### src/rtl/ir_mod_pkg.sv
package ir_mod_pkg;
    localparam int CAR_W  = 8;
    localparam int DAT_W  = 16;
    localparam int ADDR_W = 3;

    typedef enum logic [ADDR_W-1:0] {
        REG_CTRL   = 3'd0,
        REG_CAR_HI = 3'd1,
        REG_CAR_LO = 3'd2,
        REG_ENV_HI = 3'd3,
        REG_ENV_LO = 3'd4,
        REG_LEVEL  = 3'd5,
        REG_NEXT   = 3'd6
    } reg_addr_e;

    typedef struct packed {
        logic             car_en;
        logic             env_en;
        logic             raw_mode;
        logic             next_lvl;
        logic [CAR_W-1:0] car_hi;
        logic [CAR_W-1:0] car_lo;
        logic [DAT_W-1:0] env_hi;
        logic [DAT_W-1:0] env_lo;
    } mod_cfg_t;

    function automatic logic mix_pin(input logic carrier, input logic level,
                                     input logic raw_mode, input logic car_en,
                                     input logic env_en);
        if (!car_en && !env_en) return 1'b0;
        return raw_mode ? level : (level & carrier);
    endfunction
endpackage

### src/rtl/ir_mod_regs.sv
module ir_mod_regs
    import ir_mod_pkg::*;
(
    input  logic              clk,
    input  logic              rst,
    input  logic              wr_en,
    input  logic [ADDR_W-1:0] wr_addr,
    input  logic [DAT_W-1:0]  wr_data,
    output mod_cfg_t          cfg,
    output logic              lvl_wr,
    output logic              lvl_val
);
    always_ff @(posedge clk) begin
        if (rst) begin
            cfg.car_en   <= 1'b0;
            cfg.env_en   <= 1'b0;
            cfg.raw_mode <= 1'b0;
            cfg.next_lvl <= 1'b0;
            cfg.car_hi   <= '1;
            cfg.car_lo   <= '1;
            cfg.env_hi   <= '1;
            cfg.env_lo   <= '1;
        end else if (wr_en) begin
            case (reg_addr_e'(wr_addr))
                REG_CTRL: begin
                    cfg.car_en   <= wr_data[0];
                    cfg.env_en   <= wr_data[1];
                    cfg.raw_mode <= wr_data[2];
                end
                REG_CAR_HI: cfg.car_hi   <= wr_data[CAR_W-1:0];
                REG_CAR_LO: cfg.car_lo   <= wr_data[CAR_W-1:0];
                REG_ENV_HI: cfg.env_hi   <= wr_data;
                REG_ENV_LO: cfg.env_lo   <= wr_data;
                REG_NEXT:   cfg.next_lvl <= wr_data[0];
                default: ;
            endcase
        end
    end

    assign lvl_wr  = wr_en && (reg_addr_e'(wr_addr) == REG_LEVEL);
    assign lvl_val = wr_data[0];
endmodule

### src/rtl/ir_carrier_gen.sv
module ir_carrier_gen
    import ir_mod_pkg::*;
(
    input  logic             clk,
    input  logic             rst,
    input  logic             en,
    input  logic             tick,
    input  logic [CAR_W-1:0] hi_w,
    input  logic [CAR_W-1:0] lo_w,
    output logic             carrier
);
    logic             phase;
    logic [CAR_W-1:0] cnt;
    logic [CAR_W-1:0] sh_hi;
    logic [CAR_W-1:0] sh_lo;
    logic [CAR_W-1:0] cur_w;
    logic             last;

    assign cur_w = phase ? sh_hi : sh_lo;
    assign last  = (cnt == cur_w - CAR_W'(1));

    always_ff @(posedge clk) begin
        if (rst || !en) begin
            phase <= 1'b1;
            cnt   <= '0;
            sh_hi <= hi_w;
            sh_lo <= lo_w;
        end else if (tick) begin
            if (last) begin
                phase <= ~phase;
                cnt   <= '0;
                sh_hi <= hi_w;
                sh_lo <= lo_w;
            end else begin
                cnt <= cnt + CAR_W'(1);
            end
        end
    end

    assign carrier = en & phase;

    a_r1_cnt_in_phase: assert property (@(posedge clk) disable iff (rst)
        (cur_w != '0) |-> (cnt < cur_w));
    a_r1_phase_needs_tick: assert property (@(posedge clk) disable iff (rst)
        (en && !tick) |=> $stable(phase));
endmodule

### src/rtl/ir_envelope_timer.sv
module ir_envelope_timer
    import ir_mod_pkg::*;
(
    input  logic             clk,
    input  logic             rst,
    input  logic             en,
    input  logic             tick,
    input  logic [DAT_W-1:0] hi_w,
    input  logic [DAT_W-1:0] lo_w,
    input  logic             next_lvl,
    input  logic             lvl_wr,
    input  logic             lvl_val,
    input  logic             irq_ack,
    output logic             level,
    output logic             irq
);
    logic [DAT_W-1:0] cnt;
    logic [DAT_W-1:0] cmp;
    logic             match;

    assign match = en && tick && !lvl_wr && (cnt == cmp);

    always_ff @(posedge clk) begin
        if (rst) begin
            level <= 1'b0;
            cnt   <= '0;
            cmp   <= '1;
        end else if (lvl_wr) begin
            level <= lvl_val;
            cnt   <= '0;
            cmp   <= lvl_val ? hi_w : lo_w;
        end else if (!en) begin
            cnt <= '0;
            cmp <= level ? hi_w : lo_w;
        end else if (tick) begin
            if (cnt == cmp) begin
                level <= next_lvl;
                cnt   <= '0;
                cmp   <= next_lvl ? hi_w : lo_w;
            end else begin
                cnt <= cnt + DAT_W'(1);
            end
        end
    end

    always_ff @(posedge clk) begin
        if (rst)          irq <= 1'b0;
        else if (match)   irq <= 1'b1;
        else if (irq_ack) irq <= 1'b0;
    end

    a_r2_cnt_within_cmp: assert property (@(posedge clk) disable iff (rst)
        en |-> (cnt <= cmp));
    a_r4_no_irq_when_off: assert property (@(posedge clk) disable iff (rst)
        (!irq && !en) |=> !irq);
    a_r5_ack_clears: assert property (@(posedge clk) disable iff (rst)
        (irq_ack && !match) |=> !irq);
    a_r6_level_write: assert property (@(posedge clk) disable iff (rst)
        lvl_wr |=> (level == $past(lvl_val)) && (cnt == '0));
endmodule

### src/rtl/ir_modulator.sv
module ir_modulator
    import ir_mod_pkg::*;
(
    input  logic              clk,
    input  logic              rst,
    input  logic              wr_en,
    input  logic [ADDR_W-1:0] wr_addr,
    input  logic [DAT_W-1:0]  wr_data,
    input  logic              car_tick,
    input  logic              env_tick,
    input  logic              irq_ack,
    output logic              ir_out,
    output logic              irq
);
    mod_cfg_t cfg;
    logic     lvl_wr;
    logic     lvl_val;
    logic     carrier;
    logic     level;

    ir_mod_regs u_regs (
        .clk(clk), .rst(rst), .wr_en(wr_en), .wr_addr(wr_addr),
        .wr_data(wr_data), .cfg(cfg), .lvl_wr(lvl_wr), .lvl_val(lvl_val)
    );

    ir_carrier_gen u_car (
        .clk(clk), .rst(rst), .en(cfg.car_en), .tick(car_tick),
        .hi_w(cfg.car_hi), .lo_w(cfg.car_lo), .carrier(carrier)
    );

    ir_envelope_timer u_env (
        .clk(clk), .rst(rst), .en(cfg.env_en), .tick(env_tick),
        .hi_w(cfg.env_hi), .lo_w(cfg.env_lo), .next_lvl(cfg.next_lvl),
        .lvl_wr(lvl_wr), .lvl_val(lvl_val), .irq_ack(irq_ack),
        .level(level), .irq(irq)
    );

    always_ff @(posedge clk) begin
        if (rst) ir_out <= 1'b0;
        else     ir_out <= mix_pin(carrier, level, cfg.raw_mode, cfg.car_en, cfg.env_en);
    end

    a_r7_low_when_idle: assert property (@(posedge clk) disable iff (rst)
        (!cfg.car_en && !cfg.env_en) |=> !ir_out);
    a_r7_gated_by_level: assert property (@(posedge clk) disable iff (rst)
        !level |=> !ir_out);
endmodule

### config.mk
export PLATFORM = sky130hd
export DESIGN_NAME = ir_modulator
export DESIGN_NICKNAME = d
export VERILOG_FILES = /design/src/rtl/ir_mod_pkg.sv /design/src/rtl/ir_mod_regs.sv /design/src/rtl/ir_carrier_gen.sv /design/src/rtl/ir_envelope_timer.sv /design/src/rtl/ir_modulator.sv
export SDC_FILE = /design/constraint.sdc
export NUM_CORES = 1
export LEC_CHECK = 0
export CORE_MARGIN = 3
export CORE_UTILIZATION = 35
export DETAILED_ROUTE_END_ITERATION = 8
export GPL_TIMING_DRIVEN = 0
export PLACE_DENSITY_LB_ADDON = 0.15
export SETUP_SLACK_MARGIN = 0.05
export SLEW_MARGIN = 20
export SYNTH_ARGS = -nofsm -noshare
export SYNTH_HDL_FRONTEND = slang
export SYNTH_SLANG_ARGS = --single-unit
### constraint.sdc
create_clock -name clk -period 3.15 [get_ports clk]
set_input_delay 0.4725 -clock clk [delete_from_list [all_inputs] [get_ports clk]]
set_output_delay 0.4725 -clock clk [all_outputs]
set_load 0.01 [all_outputs]
---- Word-level counts from Yosys, hierarchy flattened ----
Index checks and enable logic that the tools add are counted.
word-level totals
  bits in registers ....................... 112
  output and inout port bits .............. 2
operators by class
  $add $sub $neg .......................... 3
  equality and inequality tests ........... 10
  multiplexer cells ....................... 27
  bitwise gates (word level) .............. 4
  reduce and logical (&&, ||, !) cells .... 27
operator list
  cell                                                    number
  two-way mux 16 bit                                      8
  two-way mux 8 bit                                       8
  AND reduction 2 bit                                     9
  adder 16 x 1 -> 16 bit (second input constant)          1
  == test 16 bit                                          1
  nonzero test 2 bit                                      6
  two-way mux 1 bit                                       11
  == test 3 bit (second input constant)                   3
  adder 8 x 1 -> 8 bit (second input constant)            1
  == test 8 bit                                           1
  subtractor 8 x 1 -> 8 bit (second input constant)       1
  == test 3 x 2 -> 1 bit (second input constant)          2
  logical AND 1 bit                                       5
  == test 3 x 1 -> 1 bit (second input constant)          1
  zero test 1 bit                                         3
  zero test 3 bit                                         1
  inequality test 3 x 1 -> 1 bit (second input constant)  1
  inequality test 3 x 2 -> 1 bit (second input constant)  1
  AND reduction 3 bit                                     1
  OR reduction 3 bit                                      1
  AND 1 bit                                               2
  NOT 1 bit                                               2
  logical OR 1 bit                                        1

---- Depth between registers and ports, before layout ----
Gate-level depths: netlist of the first run.
  depth after elaboration ................. 6
  gate-level depth with buffers ........... 10
  gate-level depth less buffers ........... 8

---- By module ----
A second synthesis of the first run with hierarchy kept.
second synthesis, totals
  cell total of the unflattened synthesis .. 511
  area, all modules ....................... 5,146.2 sq um
modules (own cells, without submodules)
  module             times used  cells each  area an instance (sq um)
  ir_mod_regs        1           197         2,010.7
  ir_envelope_timer  1           200         1,824.2
  ir_carrier_gen     1           111         1,272.5
  ir_modulator       1           3           38.8

---- Worst setup path before layout of the first run ----
OpenSTA, ideal clock, no wires.
  path type ............................... register to register
  from .................................... register u_car.phase
  to ...................................... register u_car.sh_hi[0] (enable)
  setup time .............................. 334 ps
  arrival time ............................ 2,282 ps
  path slack .............................. 535 ps
  cell stages (with the launch flop) ...... 11
  path buffers ............................ 2
  period minus slack after synthesis ...... 2,615 ps
  path through ............................ dfxtp_1 > buf_6 > buf_4 > mux2i_1 > ha_1 > xor2_1 > xnor2_1 > nor3_1 > nand3_2 > nor4_4 > or2_2
between the ends
  word-level cells in the longest chain between the ends .. 5
ends and longest elaborated chain
  item                           RTL line              text
  from (decl)                    ir_carrier_gen.sv:12  logic phase;
  from (signal assigned)         ir_carrier_gen.sv:30  phase <= ~phase;
  two-way mux 8 bit              ir_carrier_gen.sv:19  assign cur_w = phase ? sh_hi : sh_lo;
  subtractor 8 x 1 -> 8 bit      ir_carrier_gen.sv:20  assign last = (cnt == cur_w - CAR_W'(1));
  == test 8 bit                  ir_carrier_gen.sv:20
  nonzero test 2 bit (no line)   -
  AND reduction 2 bit (no line)  -
  to (signal assigned)           ir_carrier_gen.sv:26  sh_hi <= hi_w;
  to (signal assigned)           ir_carrier_gen.sv:32  sh_hi <= hi_w;
  to (decl)                      ir_carrier_gen.sv:14  logic [CAR_W-1:0] sh_hi;
Every way passes these cells.
A chain may end at the register's enable or synchronous reset.

---- Final worst setup path of the first run ----
  from .................................... register u_car.phase
  to ...................................... register u_car.sh_lo[1] (enable)
between the ends
  word-level cells in the longest chain between the ends .. 5
ends and longest elaborated chain
  item                           RTL line              text
  two-way mux 8 bit              ir_carrier_gen.sv:19
  subtractor 8 x 1 -> 8 bit      ir_carrier_gen.sv:20
  == test 8 bit                  ir_carrier_gen.sv:20
  nonzero test 2 bit (no line)   -
  AND reduction 2 bit (no line)  -
  to (signal assigned)           ir_carrier_gen.sv:27  sh_lo <= lo_w;
  to (signal assigned)           ir_carrier_gen.sv:33  sh_lo <= lo_w;
  to (decl)                      ir_carrier_gen.sv:15  logic [CAR_W-1:0] sh_lo;
Every way passes these cells.

==> summary.md, run 1 <==
| Metric | Value |
|---|---|
| Setup TNS | `0 ns` |
| Period utilization | `0.8886` |
| Non-Filler Instances | `722` |
| Synth async-reset ratio | `0` |
| DP Area | `5484 µm²` |
| Most common library cell in the layout ignoring fill and taps | `dfxtp_1` |
| Grt total ovfl | `0` |
| CTS Hold Bufs | `0` |
| Max frequency | `357.3 MHz` |
| RD Place Congestion | `0.8342` |
| GR Util All Layers | `0.1468` |
| RSZ-0062 raised after global routing | `false` |
| LEAKAGE | `2.133 nW` |
| DRC Markers | `0` |
| Initial drt markers | `111` |
| Cell Pwr Density | `491.6 nW/µm²` |
| Crit-path cells | `buf_6 -> buf_4 -> mux2i_1 -> ha_1 -> xor2_1 -> xnor2_1 -> nor3_1 -> nand3_2 -> nor4_4 -> or2_4` |
| WL per Instance | `15.71 µm` |
| CP max stage delay | `0.35 ns` |
| Fillers | `1372` |
| CP Launch Type | `register` |
| Ys Warns | `0` |
| Setup WS pre-CTS | `0.04238 ns` |
| Max_cap viols | `0` |
| Die footprint | `15810 µm²` |
| Worst-path clk slew | `0.07 ns` |
| Initial Util | `0.3602` |
| Num rows | `43` |
| CP Capture Type | `register` |
| Synth Area per Inst | `10.02 µm²` |
| Layout area overhead | `15.68%` |
| CP required | `3.19 ns` |
| CTS Buffer Depth | `2` |
| Post-route cell area | `5806 µm²` |
| Num CTS Buffers | `9` |
| Root buf cell | `clkbuf_16` |
| Hold crit path type | `register to register` |
| Clk_skew | `0.008490 ns` |
| TritonRoute pass-1 iters | `4` |
| Final Hold Fails | `0` |
| Largest net degree at the start of global routing | `19` |
| Syn Nets | `529` |
| I/O Buffers | `24` |
| Critical path class | `register to register` |
| Relative slew slack | `0.4469` |
| Final number of setup-violating endpoints | `0` |
| Arrival @ worst endpoint | `2.84 ns` |
| Slew of the pin with the lowest slew margin | `0.8233 ns` |
| ANT nets after route | `0` |
| Sequential cell area fraction in the yosys report | `0.4787` |
| Number of global-route vias before repair | `3509` |
| Die height | `125.7 µm` |
| Cell Area, Synth | `5019 µm²` |
| Initial antenna violation count | `0` |
| Fin nets | `565` |
| Util after Layout | `0.4166` |
| Vias | `3557` |
| Period minus WS final | `2.799 ns` |
| Setup ws final | `0.3509 ns` |
| Cell total after placement | `705` |
| H-tree depth | `3` |
| CTS tree | `built` |
| I/O pin count | `27` |
| Crit Path Max Fanout | `16` |
| Pins Over Slew Limit | `0` |
| Status | `finished, final reports clean` |
| Layout cells sized above 1 | `0.09225` |
| Seq cells post-synth | `112` |
| Most frequent cells in the layout | `dfxtp_1, nand2_1, nor2_1` |
| Detail Placement HPWL | `8297 µm` |
| Clk sink count | `112` |
| First-pass GRT wire length | `18540 µm` |
| Post-synth EDFFs | `16` |
| Post-synth cell types | `49` |
| # diodes | `0` |
| Die width | `125.7 µm` |
| Ys flop type | `dfxtp_1` |
| Vias per inst | `4.927` |
| CP max stage cell | `nor4_4` |
| Core area | `13930 µm²` |
| Gate Count Post-Synth | `501` |
| Worst skew pair latency | `0.35 ns` |
| Maximum VDD drop | `0.2945 mV` |
| Routed WL | `11350 µm` |
==> cells by family after synthesis <==
group | Yosys count | share of synthesized area
flops | 112 | 0.4787
compound gates | 44 | 0.07505
xor+xnor | 47 | 0.08202
simple gates | 219 | 0.2319
fa+ha+maj | 3 | 0.007480
buf+inv | 28 | 0.02518
mux | 48 | 0.09973
==> critical path: cells and delay by family, from the launching register on <==
kind,cells,cell delay [ns]
adders and majority gates,1,0.23
muxes,1,0.29
buffers and inverters,2,0.33
xor gates and xnor gates,2,0.27
and+or+nand+nor,4,1.04
DFF,1,0.32
==> cells in the mapped netlist (2+ instances only) <==
library cell  instances  area [µm²]
nor2_1               34       127.6
buf_4                 3       22.52
o311ai_0              2       17.52
nor4_1                4       25.02
nor2b_1              28       175.2
mux2_2               16       180.2
ha_1                  3       37.54
nor3b_1               2       15.01
or2_2                 2       12.51
nand4_1               8       50.05
nand3_1               7       35.03
nand2_1              64       240.2
nor3_1               15       75.07
clkbuf_1             16       60.06
nand3b_1             24       180.2
and3_1                3       18.77
mux2i_1              32       320.3
xnor2_1              18       157.7
inv_1                 5       18.77
a21oi_1               6       30.03
xor2_1               29       254.0
a211o_1              24       210.2
nand2b_1             20       125.1
dfxtp_1              96        1922
edfxtp_1             16       480.5
==> timing repair <==
| item | CTS | global route |
|---|---|---|
| setup endpoints to repair | 0 | 16 |
| gates resized for setup | 0 | 1 |
| buffers inserted | 0 | 1 |
==> layer usage <==
| metal | vias up | wire, µm | global-route usage |
|---|---|---|---|
| met5 | - | 0 | 0 |
| met4 | 0 | 138 | 0.03785 |
| met3 | 11 | 267 | 0.03986 |
| met2 | 31 | 5768 | 0.2593 |
| met1 | 1710 | 5171 | 0.1773 |
| li1 | 1805 | - | - |
==> area by class of cell <==
cell class                 count  area [µm²]  area share
buffer                        23       107.6     0.01853
inverter                       5       18.77    0.003233
timing repair buffer          25       247.7     0.04267
tap                          180       225.2     0.03879
multi-input combinational    361        2492      0.4293
sequential                   112        2402      0.4138
clock inverter                 4       33.78    0.005819
clock buffer                  12       277.8     0.04784
==> sequential cells by signal (all words and copies together), names as in the netlist <==
name	count
u_car.cnt	8
u_env.level	1
u_car.phase	1
u_env.cnt	16
u_env.irq	1
u_regs.cfg	52
u_car.sh_hi	8
ir_out	1
u_car.sh_lo	8
u_env.cmp	16
==> stage by stage <==
step | hold WS, ns | power [mW]
5_1_grt | 0.4448 | 2.976
4_1_cts | 0.4328 | 2.893
3_3_place_gp | 0.4105 | 1.714
3_5_place_dp | 0.4119 | 1.719
6_report | 0.4295 | 2.854
2_1_floorplan | 0.4005 | 1.638
==> path summary, 6_finish.rpt <==
| path | from | end | slack [ns] | depth (start not counted) |
|---|---|---|---|---|
| max | u_car.phase | u_car.sh_lo[1] | 0.35 | 10 |
| min | u_regs.cfg[42] | u_car.sh_hi[2] | 0.43 | 0 |
| max reg2reg | u_car.phase | u_car.sh_lo[1] | 0.35 | 10 |
| min reg2reg | u_regs.cfg[42] | u_car.sh_hi[2] | 0.43 | 0 |
==> power breakdown <==
part / internal (mW) / leakage [nW] / switching, mW
registers: 1.48 / 0.913 / 0.0203
clock network: 0.636 / 0.156 / 0.534
logic: 0.0876 / 1.06 / 0.0935
total: 2.21 / 2.13 / 0.648
No activity file was read; power rests on OpenSTA's default activity.
==> run 2, diff against run 1 <==
Settings changed: CTS_CLUSTER_SIZE from default to 10.
==> results of run 2 <==
Final layout, timing and power as in run 1 (identical DEF).
